`src/rtl/irq_trig_pkg.sv`:
```
package irq_trig_pkg;
  typedef enum logic [1:0] {
    SNS_LOW  = 2'd0,
    SNS_FALL = 2'd1,
    SNS_RISE = 2'd2,
    SNS_BOTH = 2'd3
  } sense_e;

  // Transition detector for the three edge modes.
  function automatic logic edge_hit(logic [1:0] mode, logic prev, logic cur);
    case (mode)
      SNS_FALL: edge_hit = prev & ~cur;
      SNS_RISE: edge_hit = ~prev & cur;
      SNS_BOTH: edge_hit = prev ^ cur;
      default:  edge_hit = 1'b0;
    endcase
  endfunction

  function automatic logic is_level(logic [1:0] mode);
    is_level = (mode == SNS_LOW);
  endfunction
endpackage

```
`src/rtl/irq_line_sync.sv`:
```
module irq_line_sync #(
  parameter int unsigned W = 8
) (
  input  logic         clk,
  input  logic         rst_n,
  input  logic [W-1:0] raw,
  output logic [W-1:0] cur,
  output logic [W-1:0] prev
);
  logic [W-1:0] meta_q, cur_q, hist_q;

  // Idle level of the lines is high; reset to it so no edge is invented.
  always_ff @(posedge clk or negedge rst_n) begin
    if (!rst_n) begin
      meta_q <= '1;
      cur_q  <= '1;
      hist_q <= '1;
    end else begin
      meta_q <= raw;
      cur_q  <= meta_q;
      hist_q <= cur_q;
    end
  end

  assign cur  = cur_q;
  assign prev = hist_q;
endmodule

```
`src/rtl/irq_pin_sense.sv`:
```
module irq_pin_sense #(
  parameter int unsigned N_PINS = 16,
  parameter logic [2*N_PINS-1:0] RST_MODES = '0,
  localparam int unsigned PIN_W = (N_PINS > 1) ? $clog2(N_PINS) : 1
) (
  input  logic                     clk,
  input  logic                     rst_n,
  input  logic                     wr_en,
  input  logic [PIN_W-1:0]         wr_idx,
  input  logic [1:0]               wr_mode,
  output logic [N_PINS-1:0][1:0]   modes
);
  logic [N_PINS-1:0][1:0] mode_q;

  always_ff @(posedge clk or negedge rst_n) begin
    if (!rst_n) begin
      mode_q <= RST_MODES;
    end else if (wr_en) begin
      mode_q[wr_idx] <= wr_mode;
    end
  end

  assign modes = mode_q;
endmodule

```
`src/rtl/irq_src_cell.sv`:
```
module irq_src_cell
  import irq_trig_pkg::*;
(
  input  logic       clk,
  input  logic       rst_n,
  input  logic [1:0] mode,
  input  logic       cur,
  input  logic       prev,
  input  logic       clr_sw,
  input  logic       clr_ack,
  output logic       hit,
  output logic       flag,
  output logic       issue
);
  logic flag_q, flag_d, issue_q, issue_d;

  assign hit = edge_hit(mode, prev, cur);

  always_comb begin
    flag_d  = flag_q;
    issue_d = 1'b0;
    if (is_level(mode)) begin
      flag_d  = ~cur;
      issue_d = ~cur & ~flag_q;
    end else if (hit) begin
      flag_d  = 1'b1;               // new event beats a clear
      issue_d = 1'b1;
    end else if (clr_sw || clr_ack) begin
      flag_d  = 1'b0;
    end
  end

  always_ff @(posedge clk or negedge rst_n) begin
    if (!rst_n) begin
      flag_q  <= 1'b0;
      issue_q <= 1'b0;
    end else begin
      flag_q  <= flag_d;
      issue_q <= issue_d;
    end
  end

  assign flag  = flag_q;
  assign issue = issue_q;
endmodule

```
`src/rtl/irq_trig_bank.sv`:
```
module irq_trig_bank
  import irq_trig_pkg::*;
#(
  parameter int unsigned N_SRC    = 256,
  parameter int unsigned PIN_BASE = 64,
  parameter int unsigned N_PINS   = 16,
  parameter int unsigned LVL_CNT  = 2,
  parameter int unsigned LVL_IDX [LVL_CNT] = '{8, 9},
  localparam int unsigned IDX_W    = $clog2(N_SRC),
  localparam int unsigned PIN_W    = (N_PINS > 1) ? $clog2(N_PINS) : 1,
  localparam int unsigned MODE_LSB = 2
) (
  input  logic             clk,
  input  logic             rst_n,
  input  logic [N_SRC-1:0] raw_irq,
  input  logic             reg_wr,
  input  logic             reg_sel,
  input  logic [IDX_W-1:0] reg_addr,
  input  logic [7:0]       reg_wdata,
  output logic [7:0]       reg_rdata,
  input  logic             ack_valid,
  input  logic [IDX_W-1:0] ack_id,
  output logic [N_SRC-1:0] flag,
  output logic [N_SRC-1:0] issue
);
  function automatic logic [N_SRC-1:0][1:0] build_rst_modes();
    logic [N_SRC-1:0][1:0] m;
    for (int i = 0; i < N_SRC; i++) m[i] = SNS_RISE;
    for (int k = 0; k < LVL_CNT; k++) m[LVL_IDX[k]] = SNS_LOW;
    return m;
  endfunction

  localparam logic [N_SRC-1:0][1:0] RST_MODES = build_rst_modes();

  function automatic logic [2*N_PINS-1:0] pin_rst_modes();
    logic [2*N_PINS-1:0] v;
    for (int p = 0; p < N_PINS; p++) v[2*p +: 2] = RST_MODES[PIN_BASE + p];
    return v;
  endfunction

  // Events brought out as named wires for the checker.
  logic [N_SRC-1:0]      cur_vec, prev_vec;
  logic [N_SRC-1:0]      evt_hit, sw_clr, ack_clr;
  logic [N_SRC-1:0][1:0] mode_vec;
  logic [N_PINS-1:0][1:0] pin_mode;

  logic             pin_hit;
  logic [PIN_W-1:0] pin_idx;
  logic             pin_wr;

  assign pin_hit = (int'(reg_addr) >= PIN_BASE) && (int'(reg_addr) < PIN_BASE + N_PINS);
  assign pin_idx = PIN_W'(int'(reg_addr) - PIN_BASE);
  assign pin_wr  = reg_wr && reg_sel && pin_hit;

  irq_line_sync #(.W(N_SRC)) u_sync (
    .clk  (clk),
    .rst_n(rst_n),
    .raw  (raw_irq),
    .cur  (cur_vec),
    .prev (prev_vec)
  );

  irq_pin_sense #(.N_PINS(N_PINS), .RST_MODES(pin_rst_modes())) u_pins (
    .clk    (clk),
    .rst_n  (rst_n),
    .wr_en  (pin_wr),
    .wr_idx (pin_idx),
    .wr_mode(reg_wdata[MODE_LSB +: 2]),
    .modes  (pin_mode)
  );

  for (genvar i = 0; i < N_SRC; i++) begin : g_src
    if (i >= PIN_BASE && i < PIN_BASE + N_PINS) begin : g_pin
      assign mode_vec[i] = pin_mode[i - PIN_BASE];
    end else begin : g_fixed
      assign mode_vec[i] = RST_MODES[i];
    end

    assign sw_clr[i]  = reg_wr && !reg_sel && (int'(reg_addr) == i) && !reg_wdata[0];
    assign ack_clr[i] = ack_valid && (int'(ack_id) == i);

    irq_src_cell u_cell (
      .clk    (clk),
      .rst_n  (rst_n),
      .mode   (mode_vec[i]),
      .cur    (cur_vec[i]),
      .prev   (prev_vec[i]),
      .clr_sw (sw_clr[i]),
      .clr_ack(ack_clr[i]),
      .hit    (evt_hit[i]),
      .flag   (flag[i]),
      .issue  (issue[i])
    );
  end

  always_comb begin
    reg_rdata = '0;
    if (!reg_sel) begin
      reg_rdata[0] = flag[reg_addr];
    end else if (pin_hit) begin
      reg_rdata[MODE_LSB +: 2] = pin_mode[pin_idx];
    end
  end
endmodule

```
`config.mk`:
```
export PLATFORM = sky130hd
export DESIGN_NAME = irq_trig_bank
export DESIGN_NICKNAME = d
export VERILOG_FILES = /design/src/rtl/irq_trig_pkg.sv /design/src/rtl/irq_line_sync.sv /design/src/rtl/irq_pin_sense.sv /design/src/rtl/irq_src_cell.sv /design/src/rtl/irq_trig_bank.sv
export SDC_FILE = /design/constraint.sdc
export NUM_CORES = 1
export LEC_CHECK = 0
export CORE_UTILIZATION = 35
export CTS_CLUSTER_SIZE = 14
export DETAILED_ROUTE_END_ITERATION = 8
export SYNTH_ARGS = -nofsm -noshare
export SYNTH_HDL_FRONTEND = slang
export SYNTH_SLANG_ARGS = --single-unit
```
`constraint.sdc`:
```
create_clock -name clk -period 3.7 [get_ports clk]
set_clock_uncertainty 0.05 [all_clocks]
set_input_delay 0.555 -clock clk [delete_from_list [all_inputs] [get_ports clk]]
set_output_delay 0.555 -clock clk [all_outputs]
set_load 0.005 [all_outputs]
```
[After elaboration in Yosys (flattened, before gate mapping)]
Index checks and enable logic that the tools add are counted.
Storage, ports and cells
  register bits: 1312
  output and inout bits: 520
  word-level logic and storage cells: 3800
  input bits: 285
Cells by class
  $lt $le $gt $ge: 5
  equal/unequal tests: 554
  bitwise gates (word level): 594
  muxes and demuxes: 820
  $add $sub $neg: 1
  reduce and logical (&&, ||, !) cells: 1295
Operator list (count)
  equality test 8 bit (second input constant): 256
  equality test 8 x 7 -> 1 bit (second input constant): 128
  2-to-1 mux 1 bit: 796
  logical AND 1 bit: 767
  equality test 8 x 6 -> 1 bit (second input constant): 64
  nonzero test 2 bit: 238
  inverter 1 bit: 290
  AND 1 bit: 288
  logical OR 1 bit: 254
  equality test 8 x 5 -> 1 bit (second input constant): 28
  equality test 8 x 4 -> 1 bit (second input constant): 16
  equality test 2 bit (second input constant): 32
  equality test 8 x 3 -> 1 bit (second input constant): 8
  one-hot mux 1 bit (3 select lines): 16
  nonzero test 3 bit: 16
  bitwise mux 32 bit: 1
  equality test 2 x 1 -> 1 bit (second input constant): 16
  equality test 8 x 2 -> 1 bit (second input constant): 4
  zero test 2 bit: 16
  equality test 8 x 1 -> 1 bit (second input constant): 2
  zero test 8 bit: 2
  bitwise XOR 1 bit: 16
  < comparator 8 x 9 -> 1 bit (second input constant): 1
  binary-select mux 1 bit (select 8 bit): 1
  9 further kinds: 13

[Longest topological paths before layout]
Gate-level depths: netlist of the first run.
  depth in word-level cells: 8
  depth in mapped cells: 10
  mapped depth without buffers: 7

[Hierarchy]
A second synthesis of the first run with hierarchy kept.
Second synthesis, totals
  cell total of the unflattened synthesis: 6367
  area total of the unflattened synthesis: 67714.9 µm²
By module, submodules not included
  irq_src_cell: cells each 18, sequential area each 50.0 µm², times used 256, area an instance 160.2 µm²
  irq_line_sync: cells each 768, sequential area each 20179.4 µm², times used 1, area an instance 20179.4 µm²
  irq_trig_bank: cells each 901, sequential area each 0.0 µm², times used 1, area an instance 5218.8 µm²
  irq_pin_sense: cells each 90, sequential area each 820.8 µm², times used 1, area an instance 1317.5 µm²

[Worst setup path before layout of the first run]
OpenSTA, ideal clock, no wires.
  path type: input-to-output
  start: input port reg_addr[0]
  end: output port reg_rdata[2]
  slack: 721 ps
  arrival: 2374 ps
  stages: 6
  buffers on the path: 3
  data required time: 3095 ps
  cell sequence: buf_4 -> buf_6 -> buf_2 -> mux4_2 -> mux4_2 -> and3_1
Between the ends
  cells in the longest elaborated chain, start to end: 5
  elaborated cells between the ends (all ways): 8
  classes of those cells: add/sub: 1; order compare: 2; mux: 4; reduce/logical: 1
Ends and longest elaborated chain
  start, declared: line irq_trig_bank.sv:18  | input logic [IDX_W-1:0] reg_addr,
  subtractor 4 x 1 -> 4 bit: line irq_trig_bank.sv:52  | assign pin_idx = PIN_W'(int'(reg_addr) - PIN_BASE);
  binary-select mux 2 bit (select 4 bit): line irq_trig_bank.sv:101  | reg_rdata[MODE_LSB +: 2] = pin_mode[pin_idx];
  2-to-1 mux 2 bit (not written as such): line irq_trig_bank.sv:101
  2-to-1 mux 2 bit *: line irq_trig_bank.sv:100  | end else if (pin_hit) begin
  2-to-1 mux 2 bit *: line irq_trig_bank.sv:98  | if (!reg_sel) begin
  end, declared: line irq_trig_bank.sv:20  | output logic [7:0] reg_rdata,
Mark *: on every way between the ends. The rest lies on a longest branch, timed or not. The select of a mux whose other input is x is not followed.

[Worst setup path in the final report of the first run]
  start: input port reg_addr[3]
  end: output port reg_rdata[0]
Between the ends
  cells in the longest elaborated chain, start to end: 3
Ends and longest elaborated chain
  binary-select mux 1 bit (select 8 bit): line irq_trig_bank.sv:99  | reg_rdata[0] = flag[reg_addr];
  2-to-1 mux 1 bit (not written as such): line irq_trig_bank.sv:99
  2-to-1 mux 1 bit: line irq_trig_bank.sv:98
Every way passes these cells. The select of a mux whose other input is x is not followed.

==> results of run 1 <==
==> cell families after synthesis <==
group,after synthesis,synth area share (%)
flops,1310,69.7
buf+inv,675,9.50
compound gates,620,9.29
simple gates,490,5.85
mux,139,4.84
fa+ha+maj,32,0.826
other cells,1,0.00774
==> sequential cells by signal, indices dropped and copies added (netlist names) <==
| name | flops |
|---|---|
| u_sync.meta_q | 256 |
| u_sync.prev | 254 |
| u_sync.cur | 256 |
| g_src.u_cell.flag | 256 |
| g_src.u_cell.issue | 256 |
| u_pins.modes | 32 |
==> worst paths after layout <==
kind                                               endpoint  slack (ns)  cells after the start
min                            u_sync.meta_q[228]$_DFF_PN1_        0.12                      1
min in group asynchronous  g_src[94].u_cell.issue$_DFF_PN0_        0.33                      2
max in group asynchronous          u_sync.cur[23]$_DFF_PN1_        1.99                      3
max                                            reg_rdata[0]       -0.07                     10
min reg2reg                        u_sync.cur[69]$_DFF_PN1_        0.29                      0
max reg2reg                g_src[66].u_cell.issue$_DFF_PN0_        2.04                      4
==> cells in the mapped netlist (26+ instances only) <==
| library cell | count | area [um2] |
|---|---|---|
| mux2i_1 | 26 | 260 |
| nor2b_1 | 242 | 1510 |
| a21o_1 | 243 | 1820 |
| mux2_2 | 44 | 495 |
| dfstp_2 | 782 | 20500 |
| a21oi_1 | 37 | 185 |
| a22oi_1 | 235 | 1760 |
| nand2_1 | 57 | 214 |
| nor2_1 | 58 | 218 |
| clkbuf_1 | 75 | 282 |
| mux4_2 | 59 | 1330 |
| inv_1 | 42 | 158 |
| ha_1 | 32 | 400 |
| buf_4 | 523 | 3930 |
| nor3_1 | 45 | 225 |
| o21ai_0 | 46 | 230 |
| dfrtp_1 | 528 | 13200 |
==> critical path: cells and delay by family <==
kind | cells | cell delay [ns]
buffers and inverters | 3 | 0.60
AND/OR/NAND/NOR | 2 | 0.94
AO/OA/AOI/OAI | 5 | 1.04
==> report_power, final <==
group	switching, uW	internal [uW]
clock network	6070	8880
registers	278	15300
logic	1100	885
==> timing repair <==
action                     4_1_cts  5_1_grt
pin swaps                        6        3
hold endpoints to repair        51        0
gates resized for setup         11        3
gates cloned                     0        0
setup buffers                    7        2
setup endpoints to repair        1        1
hold buffers                     1        0
==> layer usage <==
layer	part of all wire (%)	vias to the layer above
met4	3.7	14
met1	40	15000
met3	8.7	310
met2	48	1382
li1	-	11800
met5	0.047	-
==> final cells by class <==
cell class | instances | area (um2) | area share (%)
Clock buffer | 212 | 4190 | 6.86
Multi-Input combinational cell | 1286 | 10400 | 17.0
Clock inverter | 56 | 816 | 1.33
Inverter | 43 | 161 | 0.264
Antenna cell | 7 | 17.5 | 0.0287
Tap cell | 1794 | 2240 | 3.67
Timing Repair Buffer | 978 | 9580 | 15.7
Sequential cell | 1310 | 33800 | 55.2
==> metrics by stage <==
step           hold WS [ns]  std cells  setup WS, ns  cell area (um2)  TNS [ns]
3_5_place_dp          0.297       5401        -0.311            56000    -0.311
3_3_place_gp          0.295       5401        -0.317            56000    -0.317
6_report              0.124       5686       -0.0699            61100   -0.0699
2_1_floorplan         0.209       3271         0.721            48500         0
5_1_grt              0.0847       5680        -0.142            61100    -0.142
4_1_cts              0.0537       5677       -0.0397            61100   -0.0397
==> summary.txt, run 1 <==
Run status
  – Status: finished with violations
  – Failing checks: setup timing

Cells and area
  – Layout cells sized above 1: 35.5%
  – Leading cell type in the layout, fill and taps excluded: clkdlybuf4s50_1
  – Nets@finish: 4,080
  – Layout area overhead: 26.2%
  – Most frequent cells in the layout: clkdlybuf4s50_1, dfstp_2, dfrtp_1
  – Fillers: 12,200
  – Final core utilization: 44.5%

CTS
  – Clock transition at path regs: 0.06 ns
  – Clock root buffer master: clkbuf_16
  – H-tree Lvls: 4
  – CTS tree: built
  – Clock latency on the worst-skew pair: 0.79 ns
  – Clock Path Buffers: 3
  – Num CTS Buffers: 144
  – Clock tree sinks: 1,310

Power
  – P per Cell Area: 532 nW/um2
  – Pwr Total: 32,500 uW
  – Worst vdd ir: 0.000498 V
  – Leak pwr: 0.0238 uW

Logic synthesis
  – Ys flop type: dfstp_2
  – Fraction of registers with async set/reset: 100%
  – #FFs+latches synth: 1,310
  – Register area share after synthesis: 69.7%
  – YS warnings: 0
  – Syn Area/Cell: 14.8 um2
  – Post-synthesis cell area: 48,400 um2
  – Number of flops mapped to enable cells by yosys: 0
  – Distinct cells, synth: 61
  – Cells after Synth: 3,267

Critical path
  – Worst EP arrival: 3.16 ns
  – Critical path origin: reg_addr[3]
  – CP Data Required Time: 3.09 ns
  – Crit Path Class: in2out
  – CP Capture Type: primary output
  – Slowest-stage cell, CP: or4_1
  – Critical Path, Cell by Cell: buf_2 -> buf_4 -> nand2b_1 -> a2111oi_1 -> or4_1 -> o21ai_0 -> a21oi_2 -> o31a_1 -> a311oi_4 -> buf_4
  – Maximum single-stage delay on the critical path: 0.52 ns
  – CP Launch Type: input pin
  – Crit path top cell by count: buf_4
  – CP Max Fanout: 8
  – Critical R2R Launch: u_sync.cur[66]$_DFF_PN1_

Timing
  – Final setup violation count: 1
  – Fin. max-slew vios: 0
  – RSZ-0062 raised after global routing: true
  – Fmax: 265 MHz
  – Fin crit share: 102%
  – Relative slew slack: 25.2%
  – Final min period: 3.77 ns
  – Post-route setup slack: -0.0699 ns
  – Slew at the pin closest to its max-slew limit: 1.12 ns
  – Final Hold Fails: 0

GRT
  – GR Layer Usage met2: 39.7%
  – GRT overflow: 0
  – GR Util met3: 7.89%
  – GR Util met1: 31.0%
  – Initial antenna violation count: 19
  – GR Util All Layers: 24.7%
  – Largest net degree at the start of global routing: 115
  – Gr busiest metal: met2
  – First-pass GRT wire length: 236,000 um
  – Vias in the first global route: 29,100

Detailed routing
  – Via/cell ratio: 5.01
  – DRC: 0
  – Wirelength per Cell: 30.6 um
  – Total Wirelength: 174,000 um
  – Vias post-DR: 28,500
  – Iteration count of the initial detailed-routing pass: 6
  – Drt initial violations: 2,676
  – Antenna viol nets, final: 0

Run
  – Max-capacitance violation count: 0

Floorplan
  – Die ar.: 140,000 um2
  – # rows: 136
  – DIE WIDTH: 374 um
  – I/O Pins: 805
  – Core area: 137,000 um2
  – Die Height: 374 um
  – Initial Utilization: 35.3%

Placement
  – Routability cong.: 0.911
  – Post-DP HPWL: 134,000 um
  – Port Buf Inserts: 794

Min path
  – Hold Crit Start: raw_irq[228]
  – Worst hold path class: in2reg
Note: power is estimated with default switching activity, not from simulation.
==> inputs of run 2 (changes only) <==
--- a/config.mk
+++ b/config.mk
@@ -5,6 +5,7 @@
 export SDC_FILE = /design/constraint.sdc
 export NUM_CORES = 1
 export LEC_CHECK = 0
+export CORE_MARGIN = 2
 export CORE_UTILIZATION = 35
 export CTS_CLUSTER_SIZE = 14
 export DETAILED_ROUTE_END_ITERATION = 8
==> summary.txt, run 2 (synthesis results as in run 1) <==
Power
  – Psw: 7240 uW (was 7450 uW)
  – Internal power: 24,900 uW (was 25,000 uW)
  – Clock power frac: 45.5% (was 46.0%)
  – Leak pwr: 0.0237 uW (was 0.0238 uW)
  – Flop pwr share: 48.4% (was 47.9%)
  – Combinational fraction of design power: 6.1% (about the same)
  – P per Cell Area: 527 nW/um2 (was 532 nW/um2)
  – Worst vdd ir: 0.000428 V (was 0.000498 V)
  – Sw frac: 22.5% (was 22.9%)

CTS
  – Clock transition at path regs: 0.06 ns (about the same)
  – Num CTS Buffers: 141 (was 144)
  – H-tree Lvls: 4 (unchanged)
  – Clock root buffer master: clkbuf_16 (unchanged)
  – Clock Path Buffers: 3 (unchanged)
  – CTS tree: built (unchanged)
  – Clock latency on the worst-skew pair: 0.77 ns (was 0.79 ns)
  – Clock tree sinks: 1,310 (unchanged)

Detailed routing
  – Routed length on met2: 82,000 um (was 82,800 um)
  – M1 WL: 65,700 um (was 69,600 um)
  – Total Wirelength: 172,000 um (was 174,000 um)
  – Vias post-DR: 28,300 (was 28,500)
  – Met3 WL post-DR: 16,500 um (was 15,100 um)
  – Max layer used: met5 (unchanged)
  – Antenna viol nets, final: 0 (unchanged)
  – DRC: 0 (unchanged)
  – Drt initial violations: 2,304 (was 2,676)
  – Wirelength per Cell: 30.3 um (was 30.6 um)
  – Via/cell ratio: 4.99 (was 5.01)
  – Iteration count of the initial detailed-routing pass: 6 (unchanged)

Cells and area
  – Fillers: 12,300 (was 12,200)
  – Fin cells: 5,671 (was 5,686)
  – Leading cell type in the layout, fill and taps excluded: clkdlybuf4s50_1 (unchanged)
  – Layout area overhead: 25.8% (was 26.2%)
  – Layout cells sized above 1: 35.6% (was 35.5%)
  – Most frequent cells in the layout: clkdlybuf4s50_1, dfstp_2, dfrtp_1 (unchanged)
  – Nets@finish: 4,068 (was 4,080)

Floorplan
  – # rows: 136 (unchanged)
  – Die Height: 376 um (was 374 um)
  – Die ar.: 141,000 um2 (was 140,000 um2)
  – DIE WIDTH: 376 um (was 374 um)
  – I/O Pins: 805 (unchanged)
  – Core area: 137,000 um2 (about the same)
  – Initial Utilization: 35.2% (was 35.3%)

Critical path
  – CP Max Fanout: 14 (was 8)
  – Worst EP arrival: 3.17 ns (was 3.16 ns)
  – Crit Path Class: in2out (unchanged)
  – R2r endpoint: g_src[75].u_cell.flag$_DFFE_PN0P_ (was g_src[66].u_cell.issue$_DFF_PN0_)
  – CP Data Required Time: 3.09 ns (about the same)
  – Worst Reg2Reg Path Length in Cells: 6 (was 4)
  – Critical R2R Launch: u_sync.cur[75]$_DFF_PN1_ (was u_sync.cur[66]$_DFF_PN1_)
  – R2r setup slk: 2.03 ns (was 2.04 ns)
  – CP Capture Type: primary output (unchanged)
  – CP Launch Type: input pin (unchanged)

Placement
  – Dpl cells: 5,395 (was 5,401)
  – Routability cong.: 0.898 (was 0.911)
  – Post-DP HPWL: 133,000 um (was 134,000 um)
  – Placement Setup Slack: -0.250 ns (was -0.311 ns)
  – Port Buf Inserts: 794 (unchanged)

GRT
  – GR Util All Layers: 24.1% (was 24.7%)
  – Largest net degree at the start of global routing: 118 (was 115)
  – GRT overflow: 0 (unchanged)
  – First-pass GRT wire length: 232,000 um (was 236,000 um)
  – Vias in the first global route: 29,100 (about the same)
  – Initial antenna violation count: 21 (was 19)

Min path
  – Worst hold path class: in2reg (unchanged)
  – Hold Crit Start: raw_irq[37] (was raw_irq[228])
  – Hold Path Cell Cnt: 1 (unchanged)
  – Worst hold path endpoint: u_sync.meta_q[37]$_DFF_PN1_ (was u_sync.meta_q[228]$_DFF_PN1_)

Timing
  – Final Hold Fails: 0 (unchanged)
  – Fmax: 265 MHz (about the same)
  – Final setup violation count: 1 (unchanged)
  – Slew at the pin closest to its max-slew limit: 1.44 ns (was 1.12 ns)
  – Fin. max-slew vios: 0 (unchanged)
  – RSZ-0062 raised after global routing: true (unchanged)
  – Final hold slack: 0.144 ns (was 0.124 ns)
  – Relative slew slack: 3.25% (was 25.2%)
  – Final min period: 3.78 ns (was 3.77 ns)
  – Fin crit share: 102% (about the same)
  – Post-route setup slack: -0.0768 ns (was -0.0699 ns)

Run status
  – Failing checks: setup timing (unchanged)
  – Status: finished with violations (unchanged)

Run
  – Max-capacitance violation count: 0 (unchanged)
run 2: cell count changes in the layout (fill, tap and decap cells not counted), sizes merged:
cell           delta
buf               -9
clkbuf           -10
clkinvlp          +4
clkinv            -4
diode             +2
inv               +2
clkdlybuf4s50     +1
dlygate4sd2       -1
run 2: repair_timing:
action,CTS,global route
setup buffers,6,0
resized for setup,13,7
endpoints found under the setup margin,1,1
endpoints found under the hold margin,37,0
hold buffers,1,0
pin swaps,9,2
run 2: how the worst max path moves through the flow:
stage | start | end | slack [ns] | cells after the start
2_1_floorplan | reg_addr[0] | reg_rdata[2] | 0.72 | 6
4_1_cts | g_src[193].u_cell.flag$_DFFE_PN0P_ | reg_rdata[0] | -0.05 | 8
6_report | reg_addr[2] | reg_rdata[0] | -0.08 | 10
5_1_grt | g_src[147].u_cell.flag$_DFFE_PN0P_ | reg_rdata[0] | -0.11 | 8
3_5_place_dp | reg_addr[2] | reg_rdata[0] | -0.25 | 12
3_3_place_gp | reg_addr[2] | reg_rdata[0] | -0.27 | 12
run 2: power groups by stage:
stage / clock, uW / combinational [uW] / sequential, uW
floorplan: 0 / 768 / 15700
global placement: 0 / 1950 / 15800
detailed placement: 0 / 1970 / 15800
CTS: 15000 / 1990 / 15600
global route: 15600 / 2090 / 15600
finish: 14600 / 1960 / 15600
run 2: per-stage QoR:
stage          total power [uW]  util (%)  cell area [um2]  setup TNS, ns
2_1_floorplan             16400         -            48500              0
3_3_place_gp              17700      40.7            55900         -0.266
3_5_place_dp              17800      40.7            55900         -0.250
4_1_cts                   32500      44.3            60900        -0.0482
5_1_grt                   33300      44.3            60900         -0.105
6_report                  32100      44.3            60900        -0.0768
run 2: per-layer routing:
| metal | track usage, % | vias to the layer above |
|---|---|---|
| li1 | - | 11800 |
| met1 | 29.0 | 14900 |
| met2 | 38.8 | 1310 |
| met4 | 10.2 | 20 |
| met3 | 8.89 | 328 |
| met5 | 0 | - |
run 2: final cells by class:
class / instances / area [um2] / share of cell area (%)
Sequential cell: 1310 / 33800 / 55.4
Inverter: 43 / 161 / 0.265
Clock buffer: 202 / 4110 / 6.75
Tap cell: 1794 / 2240 / 3.68
Antenna cell: 9 / 22.5 / 0.0370
Timing Repair Buffer: 969 / 9480 / 15.6
Multi-Input combinational cell: 1286 / 10400 / 17.0
Clock inverter: 58 / 774 / 1.27
run 2: critical path, stage by stage:
cell	delay, ns
buf_4	0.28
buf_4	0.35
buf_4	0.30
mux4_2	0.23
a22oi_1	0.07
nand3_1	0.18
o22ai_1	0.17
o31a_1	0.34
a311oi_4	0.43
buf_4	0.21
